## config.mk

```make
export PLATFORM = sky130hd
export DESIGN_NAME = wsel_top
export DESIGN_NICKNAME = d
export VERILOG_FILES = /design/src/rtl/wsel_pkg.sv /design/src/rtl/wsel_datapath.sv /design/src/rtl/wsel_control.sv /design/src/rtl/wsel_top.sv
export SDC_FILE = /design/constraint.sdc
export NUM_CORES = 1
export LEC_CHECK = 0
export ABC_CLOCK_PERIOD_IN_PS = 73100
export CAP_MARGIN = 30
export CORE_MARGIN = 10
export CORE_UTILIZATION = 65
export CTS_BUF_LIST = sky130_fd_sc_hd__clkbuf_8 sky130_fd_sc_hd__clkbuf_16
export DETAILED_ROUTE_END_ITERATION = 8
export DONT_BUFFER_PORTS = 1
export PLACE_DENSITY = 0.81
export SKIP_CTS_REPAIR_TIMING = 1
export SLEW_MARGIN = 20
export SYNTH_ARGS = -nofsm -noshare
export SYNTH_HDL_FRONTEND = slang
export SYNTH_SLANG_ARGS = --single-unit
```

## constraint.sdc

```tcl
create_clock -name clk -period 73.1 [get_ports clk]
set_clock_uncertainty 0.2 [all_clocks]
set_input_delay 7.31 -clock clk [delete_from_list [all_inputs] [get_ports clk]]
set_output_delay 7.31 -clock clk [all_outputs]
set_load 0.01 [all_outputs]
```

## src/rtl/wsel_pkg.sv

```systemverilog
package wsel_pkg;
  parameter int unsigned CORES          = 2;
  parameter int unsigned WARPS_PER_CORE = 4;
  parameter int unsigned SLOTS          = 8;
  parameter int unsigned ROW_W          = 8;
  parameter int unsigned TOL_W          = 8;
  parameter int unsigned K_INT          = 4;
  parameter int unsigned K_FRAC         = 2;

  localparam int unsigned WARPS  = CORES * WARPS_PER_CORE;
  localparam int unsigned WARP_W = $clog2(WARPS);
  localparam int unsigned CORE_W = $clog2(CORES);
  localparam int unsigned SLOT_W = $clog2(SLOTS);
  localparam int unsigned CNT_W  = $clog2(SLOTS + 1);
  localparam int unsigned K_W    = K_INT + K_FRAC;
  localparam int unsigned PROD_W = CNT_W + K_W;

  // strobe bundle from control to datapath
  typedef struct packed {
    logic              fire;
    logic              hit;
    logic [WARP_W-1:0] warp;
    logic [SLOT_W-1:0] slot;
  } issue_t;
endpackage

```

## src/rtl/wsel_datapath.sv

```systemverilog
module wsel_datapath
  import wsel_pkg::*;
(
  input  logic                        clk,
  input  logic                        rstN,
  input  logic                        enqValid,
  input  logic [WARP_W-1:0]           enqWarp,
  input  logic                        enqWrite,
  input  logic [ROW_W-1:0]            enqRow,
  input  logic                        writesEqual,
  input  issue_t                      cmd,
  output logic [SLOTS-1:0]            slotElig,
  output logic [SLOTS-1:0]            slotHit,
  output logic [SLOTS-1:0]            slotWr,
  output logic [SLOTS-1:0][WARP_W-1:0] slotWarp,
  output logic [SLOTS-1:0][ROW_W-1:0] slotRow,
  output logic [WARPS-1:0][CNT_W-1:0] warpLen,
  output logic [WARPS-1:0]            warpHit,
  output logic                        anyRead,
  output logic                        stickyValid,
  output logic [WARP_W-1:0]           stickyWarp
);
  logic [SLOTS-1:0]            slotValid;
  logic [WARPS-1:0][CNT_W-1:0] rdCnt, wrCnt, rdNext, wrNext;
  logic [ROW_W-1:0]            openRow;
  logic                        openValid;
  logic                        freeFound, enqAccept;
  logic [SLOT_W-1:0]           freeSlot;

  always_comb begin
    freeFound = 1'b0;
    freeSlot  = '0;
    for (int s = SLOTS - 1; s >= 0; s--) begin
      if (!slotValid[s]) begin
        freeFound = 1'b1;
        freeSlot  = SLOT_W'(s);
      end
    end
  end
  assign enqAccept = enqValid && freeFound;

  assign anyRead = |(slotValid & ~slotWr);

  generate
    for (genvar s = 0; s < SLOTS; s++) begin : gSlot
      assign slotElig[s] = slotValid[s] && (writesEqual || !anyRead || !slotWr[s]);
      assign slotHit[s]  = slotElig[s] && openValid && (slotRow[s] == openRow);
    end
    for (genvar w = 0; w < WARPS; w++) begin : gWarp
      logic [SLOTS-1:0] ownHit;
      for (genvar s = 0; s < SLOTS; s++) begin : gOwn
        assign ownHit[s] = slotHit[s] && (slotWarp[s] == WARP_W'(w));
      end
      assign warpHit[w] = |ownHit;
      assign warpLen[w] = writesEqual ? CNT_W'(rdCnt[w] + wrCnt[w])
                        : (anyRead ? rdCnt[w] : wrCnt[w]);
    end
  endgenerate

  always_comb begin
    rdNext = rdCnt;
    wrNext = wrCnt;
    if (enqAccept) begin
      if (enqWrite) wrNext[enqWarp] = wrNext[enqWarp] + 1'b1;
      else          rdNext[enqWarp] = rdNext[enqWarp] + 1'b1;
    end
    if (cmd.fire) begin
      if (slotWr[cmd.slot]) wrNext[cmd.warp] = wrNext[cmd.warp] - 1'b1;
      else                  rdNext[cmd.warp] = rdNext[cmd.warp] - 1'b1;
    end
  end

  always_ff @(posedge clk) begin
    if (!rstN) begin
      slotValid   <= '0;
      slotWr      <= '0;
      slotWarp    <= '0;
      slotRow     <= '0;
      rdCnt       <= '0;
      wrCnt       <= '0;
      openRow     <= '0;
      openValid   <= 1'b0;
      stickyValid <= 1'b0;
      stickyWarp  <= '0;
    end else begin
      rdCnt <= rdNext;
      wrCnt <= wrNext;
      if (cmd.fire) begin
        slotValid[cmd.slot] <= 1'b0;
        stickyValid         <= cmd.hit;
        stickyWarp          <= cmd.warp;
        if (!cmd.hit) begin
          openRow   <= slotRow[cmd.slot];
          openValid <= 1'b1;
        end
      end
      if (enqAccept) begin
        slotValid[freeSlot] <= 1'b1;
        slotWr[freeSlot]    <= enqWrite;
        slotWarp[freeSlot]  <= enqWarp;
        slotRow[freeSlot]   <= enqRow;
      end
    end
  end

  AST_ISSUE_NONEMPTY: assert property (@(posedge clk) disable iff (!rstN)
    cmd.fire |-> (warpLen[cmd.warp] != '0));
  AST_MISS_OPENS_ROW: assert property (@(posedge clk) disable iff (!rstN)
    (cmd.fire && !cmd.hit) |=> (openValid && openRow == $past(slotRow[cmd.slot])));
endmodule

```

## src/rtl/wsel_control.sv

```systemverilog
module wsel_control
  import wsel_pkg::*;
(
  input  logic                         clk,
  input  logic                         rstN,
  input  logic                         issueSlot,
  input  logic                         writesEqual,
  input  logic [CORES*TOL_W-1:0]       coreTol,
  input  logic [K_W-1:0]               kScale,
  input  logic [SLOTS-1:0]             slotElig,
  input  logic [SLOTS-1:0]             slotHit,
  input  logic [SLOTS-1:0]             slotWr,
  input  logic [SLOTS-1:0][WARP_W-1:0] slotWarp,
  input  logic [SLOTS-1:0][ROW_W-1:0]  slotRow,
  input  logic [WARPS-1:0][CNT_W-1:0]  warpLen,
  input  logic [WARPS-1:0]             warpHit,
  input  logic                         anyRead,
  input  logic                         stickyValid,
  input  logic [WARP_W-1:0]            stickyWarp,
  output issue_t                       cmd,
  output logic                         grantValid,
  output logic [CORE_W-1:0]            grantCore,
  output logic [WARP_W-1:0]            grantWarp,
  output logic [SLOT_W-1:0]            grantSlot,
  output logic [ROW_W-1:0]             grantRow,
  output logic                         grantHit
);
  logic [CORES-1:0]  coreBusy;
  logic              coreFound, hFound, mFound, pickMiss, stickyLive;
  logic [CORE_W-1:0] selCore;
  logic [TOL_W-1:0]  bestTol;
  logic [WARP_W-1:0] hWarp, mWarp, selWarp;
  logic [CNT_W-1:0]  hLen, mLen;
  logic [PROD_W-1:0] hScaled, mScaled;
  logic              slotFound;

  generate
    for (genvar c = 0; c < CORES; c++) begin : gCore
      logic [WARPS_PER_CORE-1:0] nz;
      for (genvar j = 0; j < WARPS_PER_CORE; j++) begin : gNz
        assign nz[j] = warpLen[c*WARPS_PER_CORE + j] != '0;
      end
      assign coreBusy[c] = |nz;
    end
  endgenerate

  // stage one: lowest tolerance among cores with work
  always_comb begin
    coreFound = 1'b0;
    selCore   = '0;
    bestTol   = '0;
    for (int c = 0; c < CORES; c++) begin
      if (coreBusy[c] && (!coreFound || coreTol[c*TOL_W +: TOL_W] < bestTol)) begin
        coreFound = 1'b1;
        selCore   = CORE_W'(c);
        bestTol   = coreTol[c*TOL_W +: TOL_W];
      end
    end
  end

  // stage two: shortest hit queue and shortest no-hit queue in that core
  always_comb begin
    hFound = 1'b0; mFound = 1'b0;
    hWarp  = '0;   mWarp  = '0;
    hLen   = '0;   mLen   = '0;
    for (int w = 0; w < WARPS; w++) begin
      if ((w / WARPS_PER_CORE) == int'(selCore) && warpLen[w] != '0) begin
        if (warpHit[w]) begin
          if (!hFound || warpLen[w] < hLen) begin
            hFound = 1'b1; hWarp = WARP_W'(w); hLen = warpLen[w];
          end
        end else if (!mFound || warpLen[w] < mLen) begin
          mFound = 1'b1; mWarp = WARP_W'(w); mLen = warpLen[w];
        end
      end
    end
  end

  assign hScaled    = PROD_W'({hLen, {K_FRAC{1'b0}}});
  assign mScaled    = PROD_W'(kScale) * PROD_W'(mLen);
  assign pickMiss   = !hFound || (mFound && hScaled > mScaled);
  assign stickyLive = stickyValid && warpHit[stickyWarp];
  assign selWarp    = stickyLive ? stickyWarp : (pickMiss ? mWarp : hWarp);
  assign grantHit   = warpHit[selWarp];

  always_comb begin
    slotFound = 1'b0;
    grantSlot = '0;
    for (int s = SLOTS - 1; s >= 0; s--) begin
      if (slotElig[s] && slotWarp[s] == selWarp && (!grantHit || slotHit[s])) begin
        slotFound = 1'b1;
        grantSlot = SLOT_W'(s);
      end
    end
  end

  assign grantValid = coreFound && slotFound;
  assign grantWarp  = selWarp;
  assign grantCore  = CORE_W'(selWarp / WARP_W'(WARPS_PER_CORE));
  assign grantRow   = slotRow[grantSlot];

  assign cmd.fire = issueSlot && grantValid;
  assign cmd.hit  = grantHit;
  assign cmd.warp = grantWarp;
  assign cmd.slot = grantSlot;

  AST_NO_GRANT_EMPTY: assert property (@(posedge clk) disable iff (!rstN)
    (slotElig == '0) |-> !grantValid);
  AST_READS_FIRST: assert property (@(posedge clk) disable iff (!rstN)
    (grantValid && !writesEqual && anyRead) |-> !slotWr[grantSlot]);
  AST_STICKY_HOLD: assert property (@(posedge clk) disable iff (!rstN)
    (cmd.fire && cmd.hit) |=> (!warpHit[$past(cmd.warp)] || (grantValid && grantWarp == $past(cmd.warp))));
  AST_GRANT_OWN_WARP: assert property (@(posedge clk) disable iff (!rstN)
    grantValid |-> (slotElig[grantSlot] && slotWarp[grantSlot] == grantWarp));
endmodule

```

## src/rtl/wsel_top.sv

```systemverilog
module wsel_top
  import wsel_pkg::*;
(
  input  logic                   clk,
  input  logic                   rstN,
  input  logic                   enqValid,
  input  logic [WARP_W-1:0]      enqWarp,
  input  logic                   enqWrite,
  input  logic [ROW_W-1:0]       enqRow,
  input  logic                   issueSlot,
  input  logic                   writesEqual,
  input  logic [CORES*TOL_W-1:0] coreTol,
  input  logic [K_W-1:0]         kScale,
  output logic                   grantValid,
  output logic [CORE_W-1:0]      grantCore,
  output logic [WARP_W-1:0]      grantWarp,
  output logic [SLOT_W-1:0]      grantSlot,
  output logic [ROW_W-1:0]       grantRow,
  output logic                   grantHit
);
  issue_t                      cmd;
  logic [SLOTS-1:0]            slotElig, slotHit, slotWr;
  logic [SLOTS-1:0][WARP_W-1:0] slotWarp;
  logic [SLOTS-1:0][ROW_W-1:0] slotRow;
  logic [WARPS-1:0][CNT_W-1:0] warpLen;
  logic [WARPS-1:0]            warpHit;
  logic                        anyRead, stickyValid;
  logic [WARP_W-1:0]           stickyWarp;

  wsel_datapath uData (
    .clk(clk), .rstN(rstN), .enqValid(enqValid), .enqWarp(enqWarp),
    .enqWrite(enqWrite), .enqRow(enqRow), .writesEqual(writesEqual), .cmd(cmd),
    .slotElig(slotElig), .slotHit(slotHit), .slotWr(slotWr), .slotWarp(slotWarp),
    .slotRow(slotRow), .warpLen(warpLen), .warpHit(warpHit), .anyRead(anyRead),
    .stickyValid(stickyValid), .stickyWarp(stickyWarp)
  );

  wsel_control uCtrl (
    .clk(clk), .rstN(rstN), .issueSlot(issueSlot), .writesEqual(writesEqual),
    .coreTol(coreTol), .kScale(kScale), .slotElig(slotElig), .slotHit(slotHit),
    .slotWr(slotWr), .slotWarp(slotWarp), .slotRow(slotRow), .warpLen(warpLen),
    .warpHit(warpHit), .anyRead(anyRead), .stickyValid(stickyValid),
    .stickyWarp(stickyWarp), .cmd(cmd), .grantValid(grantValid),
    .grantCore(grantCore), .grantWarp(grantWarp), .grantSlot(grantSlot),
    .grantRow(grantRow), .grantHit(grantHit)
  );
endmodule

```

; ---- Yosys cells after proc, flatten, opt, wreduce, memory -nomap -nowiden
; Cells that the tools add are included.
[totals]
ff_bits = 181
inputBits = 39
output_inout_bits = 17
wordCells = 598
[op_classes]
n_addsub = 12
n_mul = 1
magnitude_cmp = 25
n_eq_ne = 72
n_mux = 234
bitwise_logic = 7
reduce_logical = 209
[ops]
columns = op, count
row1 = two-way mux 4 bit, 68
row2 = two-way mux 32 bit, 8
row3 = two-way mux 3 bit, 59
row4 = bitwise mux 32 bit, 4
row5 = logical AND 1 bit, 122
row6 = "== test 3 bit, second input constant", 32
row7 = two-way mux 1 bit, 72
row8 = OR reduction 8 bit, 9
row9 = bitwise mux 64 bit, 1
row10 = == test 8 bit, 8
row11 = less-than comparator 4 bit, 14
row12 = binary-select mux 4 bit (select 3 bit), 4
row13 = "== test 3 x 2 -> 1 bit, second input constant", 16
row14 = two-way mux 8 bit, 6
row15 = logical OR 1 bit, 33
row16 = adder 4 bit, 8
row17 = nonzero test 4 bit, 8
row18 = zero test 1 bit, 26
row19 = binary-select mux 8 bit (select 3 bit), 1
row20 = bitwise mux 24 bit, 1
row21 = demux 4 bit (select 3 bit), 2
row22 = demux 8 bit (select 3 bit), 1
row23 = "== test 3 x 1 -> 1 bit, second input constant", 8
row24 = == test 3 bit, 8
row25 = other kinds (18), 41

; ---- Depth between registers and ports, before layout
; Gate-level depths: netlist (run 1).
[depth]
ltp_word = 79
mapped_depth = 104
mapped_depth_nobuf = 96

; ---- Modules after synthesis
; A second synthesis (run 1) with hierarchy kept.
[hier_totals]
hier_cells = 2257
area_unflattened_um2 = 17966.0
[by_module_without_submodules]
columns = module, instances, cells_per_inst, area_each_um2, seq_area_each_um2
row1 = wsel_datapath, 1, 1557, 12637.1, 3623.5
row2 = wsel_control, 1, 700, 5328.9, 0.0

; ---- Least setup slack after synthesis (run 1)
; Ideal clock, no wire load.
[synth_path]
kind = input -> output
start = in writesEqual
end = out grantRow[7]
arrival_ns = 25.586
required_ns = 65.590
setup_slack_ns = 40.004
stages = 99
n_path_buf = 10
path_cell_list = buf_4 -> buf_2 -> or4_1 -> nor3_1 -> a211oi_1 -> nor3_2 -> nand4_4 -> buf_2 -> nand2_1 -> ha_1 -> or3_1 -> o21ai_0 -> a21oi_1 -> nor2_1 -> clkbuf_1 -> nor2_1 -> nand2_1 -> ha_1 -> (+63 left out) -> and2_1 -> a31oi_4 -> and2_1 -> buf_4 -> mux2i_1 -> inv_1 -> o21ai_1 -> o221ai_1 -> buf_4 -> a2111o_1 -> o2111ai_2 -> a21o_1 -> buf_2 -> buf_2 -> mux2i_1 -> nor2_1 -> nor3_1 -> inv_1
[synth_between]
elab_chain_cells = 67
elab_cells_between_ends = 370
cone_classes = mul (1) / order compare (16) / eq/ne (8) / mux (161) / bitwise (1) / reduce/logical (183)
[synth_rtl]
columns = element, line_no
row1 = from (decl), wsel_top.sv:11  ; input logic writesEqual,
row2 = two-way mux 4 bit, wsel_datapath.sv:55  ; assign warpLen[w] = writesEqual ? CNT_W'(rdCnt[w] + wrCnt[w])
row3 = nonzero test 4 bit, "wsel_control.sv:41, wsel_control.sv:67"
row4 = OR reduction 4 bit, wsel_control.sv:43  ; assign coreBusy[c] = |nz;
row5 = two-way mux 8 bit or two-way mux 1 bit (tied branches), wsel_control.sv:53  ; if (coreBusy[c] && (!coreFound || coreTol[c*TOL_W +: TOL_W] < bestTol)) begin
row6 = less-than comparator 8 bit or zero test 1 bit (tied branches), wsel_control.sv:53
row7 = logical OR 1 bit, wsel_control.sv:53
row8 = logical AND 1 bit, wsel_control.sv:53
row9 = two-way mux 1 bit, wsel_control.sv:53
row10 = (+46 left out), --
row11 = via grantHit, wsel_top.sv:19  ; output logic grantHit
row12 = zero test 1 bit (*), wsel_control.sv:90  ; if (slotElig[s] && slotWarp[s] == selWarp && (!grantHit || slotHit[s])) begin
row13 = logical OR 1 bit, wsel_control.sv:90
row14 = logical AND 1 bit, wsel_control.sv:90
row15 = two-way mux 3 bit (7 in a row), wsel_control.sv:90
row16 = two-way mux 3 bit (*), wsel_control.sv:90
row17 = binary-select mux 8 bit (select 3 bit) (*), wsel_control.sv:100  ; assign grantRow = slotRow[grantSlot];
row18 = two-way mux 8 bit (not written as such) (*), wsel_control.sv:100
row19 = to (decl), wsel_top.sv:18  ; output logic [ROW_W-1:0] grantRow,
; Mark *: on every way through the listed nets, which the timed path passes. The rest lies on a longest branch. The select of a mux whose other input is x is not followed.

; ---- Worst setup path after layout (run 1)
[layout_path]
start = in writesEqual
end = out grantRow[5]
[layout_between]
elab_chain_cells = 67
elab_cells_between_ends = 370
cone_classes = mul (1) / order compare (16) / eq/ne (8) / mux (161) / bitwise (1) / reduce/logical (183)
[layout_rtl]
columns = element, line_no
row1 = two-way mux 4 bit, wsel_datapath.sv:55
row2 = nonzero test 4 bit, "wsel_control.sv:41, wsel_control.sv:67"
row3 = OR reduction 4 bit, wsel_control.sv:43
row4 = two-way mux 8 bit or two-way mux 1 bit (tied branches), wsel_control.sv:53
row5 = less-than comparator 8 bit or zero test 1 bit (tied branches), wsel_control.sv:53
row6 = logical OR 1 bit, wsel_control.sv:53
row7 = logical AND 1 bit, wsel_control.sv:53
row8 = two-way mux 1 bit, wsel_control.sv:53
row9 = (+45 left out), --
row10 = two-way mux 1 bit (not written as such), wsel_control.sv:84  ; assign grantHit = warpHit[selWarp];
row11 = zero test 1 bit, wsel_control.sv:90
row12 = logical OR 1 bit, wsel_control.sv:90
row13 = logical AND 1 bit, wsel_control.sv:90
row14 = two-way mux 3 bit (7 in a row), wsel_control.sv:90
row15 = two-way mux 3 bit (*), wsel_control.sv:90
row16 = binary-select mux 8 bit (select 3 bit) (*), wsel_control.sv:100
row17 = two-way mux 8 bit (not written as such) (*), wsel_control.sv:100
; Mark *: on every way between the ends. The rest lies on a longest branch, timed or not. The select of a mux whose other input is x is not followed.

==> results of run 1 <==
[per-layer routing]
metal | global-route usage | vias to the layer above | wire (µm)
li1 | - | 9900 | -
met1 | 0.502 | 10600 | 29500
met2 | 0.616 | 1868 | 34400
met3 | 0.135 | 462 | 12400
met4 | 0.263 | 0 | 6430
met5 | 0 | - | 0
[worst paths after layout]
| kind | startpoint | to | cells after the start | slack (ps) |
|---|---|---|---|---|
| worst min-delay path | uData.slotRow[1] | uData.slotRow[1] | 2 | 290 |
| worst max-delay path | writesEqual | grantRow[5] | 92 | 35520 |
| worst min register to register | uData.slotRow[1] | uData.slotRow[1] | 2 | 290 |
| worst max register to register | uData.slotValid[4] | uData.wrCnt[1] | 95 | 48150 |
[power breakdown]
group / switching [µW] / total, µW / leakage (µW) / internal (µW)
combinational: 175 / 257 / 0.00617 / 82.4
clock: 41.2 / 90.8 / 0.000281 / 49.6
sequential: 5.53 / 106 / 0.00146 / 100
total: 222 / 454 / 0.00791 / 233
[through the flow]
step | hold WS, ps | setup WS, ps | cell area, µm² | cells | total power [µW]
after floorplan | 253 | 40000 | 19900 | 2750 | 285
after global placement | 269 | 37330 | 20000 | 3021 | 346
after detailed placement | 284 | 36270 | 20000 | 3022 | 352
after CTS | 293 | 36180 | 20600 | 3054 | 441
after global routing | 310 | 34160 | 20600 | 3058 | 471
final | 294 | 35520 | 20600 | 3058 | 454
[area by class of cell]
class                   count  share of cell area
repair buffers             47              0.0180
clock buffers              20              0.0226
well taps                 396              0.0240
multi-input cells        2288               0.734
inverters                 114              0.0209
clock inverters            12             0.00509
flip-flops and latches    181               0.176
[critical path: cells and delay by family]
kind	cells	cell delay (ps)
adders and majority gates	10	3430
AOI/OAI and AO/OA	38	8470
muxes	8	2660
buffers and inverters	11	1900
and+or+nand+nor	24	6060
xor gates and xnor gates	1	160
[cells by family (layout without fill, tap and decap cells)]
kind of cell	count (synthesis)	count (layout)	share of synthesized area
xor+xnor	110	110	0.0504
flops	181	181	0.182
fa+ha+maj	105	105	0.0720
compound gates	715	715	0.246
buf+inv	281	193	0.0581
mux	187	187	0.0979
simple gates	1171	1171	0.293
[flip-flops by register name (all words and copies together), names as in the netlist]
| name | flops |
|---|---|
| uData.openValid | 1 |
| uData.wrCnt | 32 |
| uData.slotRow | 64 |
| uData.openRow | 8 |
| uData.rdCnt | 32 |
| uData.slotWarp | 24 |
| uData.stickyWarp | 3 |
| uData.slotWr | 8 |
| uData.stickyValid | 1 |
| uData.slotValid | 8 |
[layout by cell type, fill, tap and decap left out, drive strengths merged, types with 31 or more instances in the layout]
master	netlist	routed
a211oi	32	32
a21oi	175	175
and2	41	41
buf	60	47
dfxtp	181	181
ha	89	89
inv	114	118
mux2	43	43
mux2i	142	142
nand2	399	399
nand2b	39	39
nand3	111	111
nand4	67	67
nor2	229	229
nor3	59	59
nor4	44	44
o211ai	31	31
o21ai	155	155
o22ai	49	49
xnor2	78	78
==> impl_metrics.py, run 1 <==
metrics = {
    "worst_hold_path": {
        "hold_path.class": "flop to flop",
    },
    "yosys": {
        "ys_seq_area_frac": 0.182,
        "yosysTopAreaCell": "dfxtp_1",
        "yosys.area.top_type_share": 0.182,
        "synthCells": 2750,
        "syn_avg_cell_area_um2": 7.24,
        "yosysUniqueCellTypes": 122,
        "synth_common_cells": "nand2_1, nor2_1, dfxtp_1",
        "yosys.cell_count.top_type": "nand2_1",
        "synth_area_mm2": 0.0199,
        "ys_dominant_reg_cell": "dfxtp_1",
        "synth_area_leaders": "dfxtp_1, nand2_1, mux2i_1, ha_1, a21oi_1",
        "synth_edf_count": 0,
        "ys_async_sr_fraction": 0,
        "yosysWarnings": 0,
        "synth_seq_cells": 181,
        "syn_nets": 2894,
    },
    "flow_run": {
        "cap_viol_max_count": 0,
    },
    "detailed_routing": {
        "wl_um": 82700,
        "antenna_left": 0,
        "wl_per_cell_um": 27.0,
        "dr.pass1.iters": 7,
        "first_iter_violations": 3363,
        "drt-vias-per-instance": 7.45,
        "vias": 22800,
        "drc": 0,
    },
    "power_and_ir_drop": {
        "power_density_mw_per_mm2": 22.0,
        "ir_drop_uv": 41.8,
        "p_leak_uw": 0.00791,
    },
    "sta": {
        "fin_crit_ps": 37580,
        "final-max-slew-violation-count": 0,
        "tns_ps": 0,
        "max_freq_mhz": 26.6,
        "rsz0062_at_grt": "false",
        "hold_violations": 0,
        "final.period_utilization": 0.514,
        "setup_viol": 0,
        "slew_headroom": 0.355,
        "tightest_slew_ps": 957,
    },
    "worst_setup_path": {
        "critPathMaxStageDelay_ps": 690,
        "crit_type": "input port to output port",
        "worstPathArrival_ps": 30070,
        "start_kind": "input port",
        "cp_max_fo": 88,
        "cp-end-kind": "output port",
        "slowest_stage": "a2111oi_1",
        "crit_top_cell": "a21oi_1",
        "crit_required_ps": 65590,
    },
    "final_layout": {
        "final_core_util": 0.678,
        "syn_to_final_growth_pct": 3.59,
        "antenna_cells": 0,
        "multi_input_area_mm2": 0.0151,
        "drive_above_1_share": 0.0755,
        "fill_cells": 2607,
        "final_nets": 2793,
        "ff_latch_area_mm2": 0.00362,
    },
    "global_routing": {
        "grt_pass1_wl_um": 125000,
        "antenna_found_initial": 1,
        "grt_max_degree": 107,
        "grt_pass1_vias": 21200,
        "grt_use_total": 0.413,
        "gr-total-overflow": 0,
    },
    "cts": {
        "cts_tree": "built",
        "clock_sinks": 181,
        "clk_pin_slew_ps": 60,
        "root_buffer": "clkbuf_16",
        "cts_buffers": 17,
        "clock_latency_ps": 440,
        "cts.path.max_buffers": 2,
        "htreeDepth": 4,
    },
    "placement": {
        "routabilityCongestion": 1.16,
        "port_buffers": 0,
        "dpl.hpwl_um": 64300,
    },
    "floorplan": {
        "core_mm2": 0.0304,
        "start_util": 0.654,
        "io_pins": 56,
        "die-width_um": 195,
        "die_h_um": 195,
        "row_count": 64,
        "dieArea_mm2": 0.0380,
    },
    "status": {
        "status": "complete, no violations",
    },
}
Note: power is estimated with default switching activity, not from simulation.
==> run 2, diff against run 1 <==
--- a/config.mk
+++ b/config.mk
@@ -5,7 +5,8 @@
 export SDC_FILE = /design/constraint.sdc
 export NUM_CORES = 1
 export LEC_CHECK = 0
-export ABC_CLOCK_PERIOD_IN_PS = 73100
+export ABC_AREA = 1
+export ABC_CLOCK_PERIOD_IN_PS = 35500
 export CAP_MARGIN = 30
 export CORE_MARGIN = 10
 export CORE_UTILIZATION = 65
==> constraint.sdc (replaced) <==
create_clock -name clk -period 35.5 [get_ports clk]
set_clock_uncertainty 0.2 [all_clocks]
set_input_delay 3.55 -clock clk [delete_from_list [all_inputs] [get_ports clk]]
set_output_delay 3.55 -clock clk [all_outputs]
set_load 0.01 [all_outputs]
==> run 2 against run 1 <==
Against the previous run: routed wire length is 16% lower; the flow now finishes with violations (DRC); register-to-register slack got worse by 31000 ps; sequential power increased by 110%; highest routed layer is now met5; global-route usage down 2.2 points; largest power group unchanged; design area fell by 11%; critical path type unchanged; critical endpoint unchanged.
==> impl_metrics.py, run 2 <==
metrics = {
    "worst_hold_path": {
        "hold_path.class": "flop to flop",
    },
    "floorplan": {
        "die_h_um": 186,
        "row_count": 60,
        "io_pins": 56,
        "dieArea_mm2": 0.0345,
        "start_util": 0.662,
        "core_mm2": 0.0270,
        "die-width_um": 186,
    },
    "placement": {
        "port_buffers": 0,
        "dpl.hpwl_um": 53000,
        "post-place-cells": 3294,
        "routabilityCongestion": 1.08,
    },
    "cts": {
        "clock_sinks": 181,
        "cts_buffers": 17,
        "htreeDepth": 4,
        "cts.path.max_buffers": 2,
        "cts_tree": "built",
        "clock_latency_ps": 460,
        "root_buffer": "clkbuf_16",
        "clk_pin_slew_ps": 90,
    },
    "final_layout": {
        "top_register": "uData.slotRow",
        "final_nets": 3117,
        "layout_commonest_cell": "nand2_1",
        "stdcell_count": 3327,
        "mostFrequentLayoutCells": "nand2_1, nor2_1, inv_1",
        "syn_to_final_growth_pct": 3.44,
        "largestRegisters": "uData.slotRow x64, uData.rdCnt x32, uData.wrCnt x32",
        "drive_above_1_share": 0.0509,
        "antenna_cells": 0,
        "largest_reg_flops": 64,
    },
    "global_routing": {
        "grt_max_degree": 170,
        "grt_pass1_vias": 19300,
        "antenna_found_initial": 1,
        "use_met1": 0.515,
        "grt_use_total": 0.391,
        "busiest_layer": "met2",
        "gr-total-overflow": 0,
        "grt_util_met3": 0.128,
        "grt_use_met2": 0.577,
        "grt_pass1_wl_um": 106000,
    },
    "detailed_routing": {
        "drt-vias-per-instance": 6.47,
        "vias": 21500,
        "first_iter_violations": 3593,
        "wl_um": 69300,
        "drc": 1,
        "dr.pass1.iters": 9,
        "antenna_left": 0,
        "wl_per_cell_um": 20.8,
    },
    "yosys": {
        "synth_area_mm2": 0.0178,
        "yosysTopAreaCell": "dfxtp_1",
        "syn_nets": 3191,
        "synth_seq_cells": 181,
        "yosysUniqueCellTypes": 72,
        "synth_area_leaders": "dfxtp_1, nand2_1, nor2_1, inv_1, o21ai_0",
        "ys_async_sr_fraction": 0,
        "synth_edf_count": 0,
        "ys_seq_area_frac": 0.203,
        "yosysWarnings": 0,
        "synth_common_cells": "nand2_1, nor2_1, inv_1",
        "yosys.area.top_type_share": 0.203,
        "syn_avg_cell_area_um2": 5.85,
        "synthCells": 3047,
        "ys_dominant_reg_cell": "dfxtp_1",
        "yosys.cell_count.top_type": "nand2_1",
    },
    "sta": {
        "final.period_utilization": 0.657,
        "max_freq_mhz": 42.9,
        "tns_ps": 0,
        "tightest_slew_ps": 1140,
        "rsz0062_at_grt": "false",
        "setup_viol": 0,
        "slew_headroom": 0.231,
        "final-max-slew-violation-count": 0,
        "fin_crit_ps": 23310,
        "hold_violations": 0,
    },
    "worst_setup_path": {
        "slowest_stage": "fa_1",
        "cp_max_fo": 56,
        "start_kind": "input port",
        "crit_required_ps": 31750,
        "crit_family": "simple AND/OR/NAND/NOR gates",
        "cp-end-kind": "output port",
        "critPathMaxStageDelay_ps": 560,
        "crit_top_cell": "nand2_1",
        "crit_type": "input port to output port",
        "path_buf_inv": 13,
        "worstPathArrival_ps": 19560,
    },
    "status": {
        "status": "finished with violations",
        "violations": "DRC",
    },
    "power_and_ir_drop": {
        "power_density_mw_per_mm2": 69.4,
        "ir_drop_uv": 163,
        "p_leak_uw": 0.00876,
    },
    "flow_run": {
        "cap_viol_max_count": 0,
    },
}
run 2: per-stage QoR:
stage               total power (µW)  setup WS, ps  hold slack (ps)   util  instance area, µm²
detailed placement              1040         12810              270  0.661               17800
global route                    1360         10950              314  0.685               18500
finish                          1280         12190              292  0.685               18500
floorplan                        824         15410              249      -               17800
CTS                             1240         12770              285  0.684               18400
global placement                1010         13380              264  0.661               17800
run 2: logic make-up (layout without fill, tap and decap cells):
| family | after synthesis | after routing | synth area share |
|---|---|---|---|
| AOI/OAI and AO/OA | 643 | 643 | 0.202 |
| xor gates and xnor gates | 40 | 40 | 0.0196 |
| adders and majority gates | 105 | 105 | 0.0804 |
| buffers and inverters | 513 | 452 | 0.117 |
| DFF | 181 | 181 | 0.203 |
| muxes | 8 | 8 | 0.00456 |
| and+or+nand+nor | 1557 | 1557 | 0.373 |
run 2: report_power, final:
group / internal [µW] / switching (µW) / leakage (µW) / total [µW]
Sequential: 211 / 15.1 / 0.00146 / 226
Clock: 96.7 / 110 / 0.000300 / 206
Combinational: 247 / 601 / 0.00700 / 848
Total: 555 / 726 / 0.00876 / 1280
run 2: path summary, 6_finish.rpt:
path                                  startpoint                to  slack, ps  depth (start not counted)
worst max-delay path                 writesEqual       grantRow[5]      12190                        107
worst min-delay path            uData.slotRow[8]  uData.slotRow[8]        290                          2
worst max register to register   uData.wrCnt[12]    uData.wrCnt[5]      17200                        112
worst min register to register  uData.slotRow[8]  uData.slotRow[8]        290                          2
run 2: cell type report:
cell class | count | area [µm²]
Multi-Input combinational cell | 2353 | 12100
Fill cell | 2525 | 8500
Sequential cell | 181 | 3620
Inverter | 406 | 1530
Tap cell | 341 | 427
Clock buffer | 17 | 425
Clock inverter | 15 | 198
Timing Repair Buffer | 14 | 103
run 2: metal layers:
layer | up-vias | routed length (µm)
met5 | - | 24
met3 | 315 | 10800
met1 | 9621 | 26800
met2 | 1751 | 28300
li1 | 9829 | -
met4 | 2 | 3260
run 2: tightest hold or removal path: stages, from the launching register on:
cell     delay, ps
dfxtp_1        330
inv_1           70
a21oi_1         50
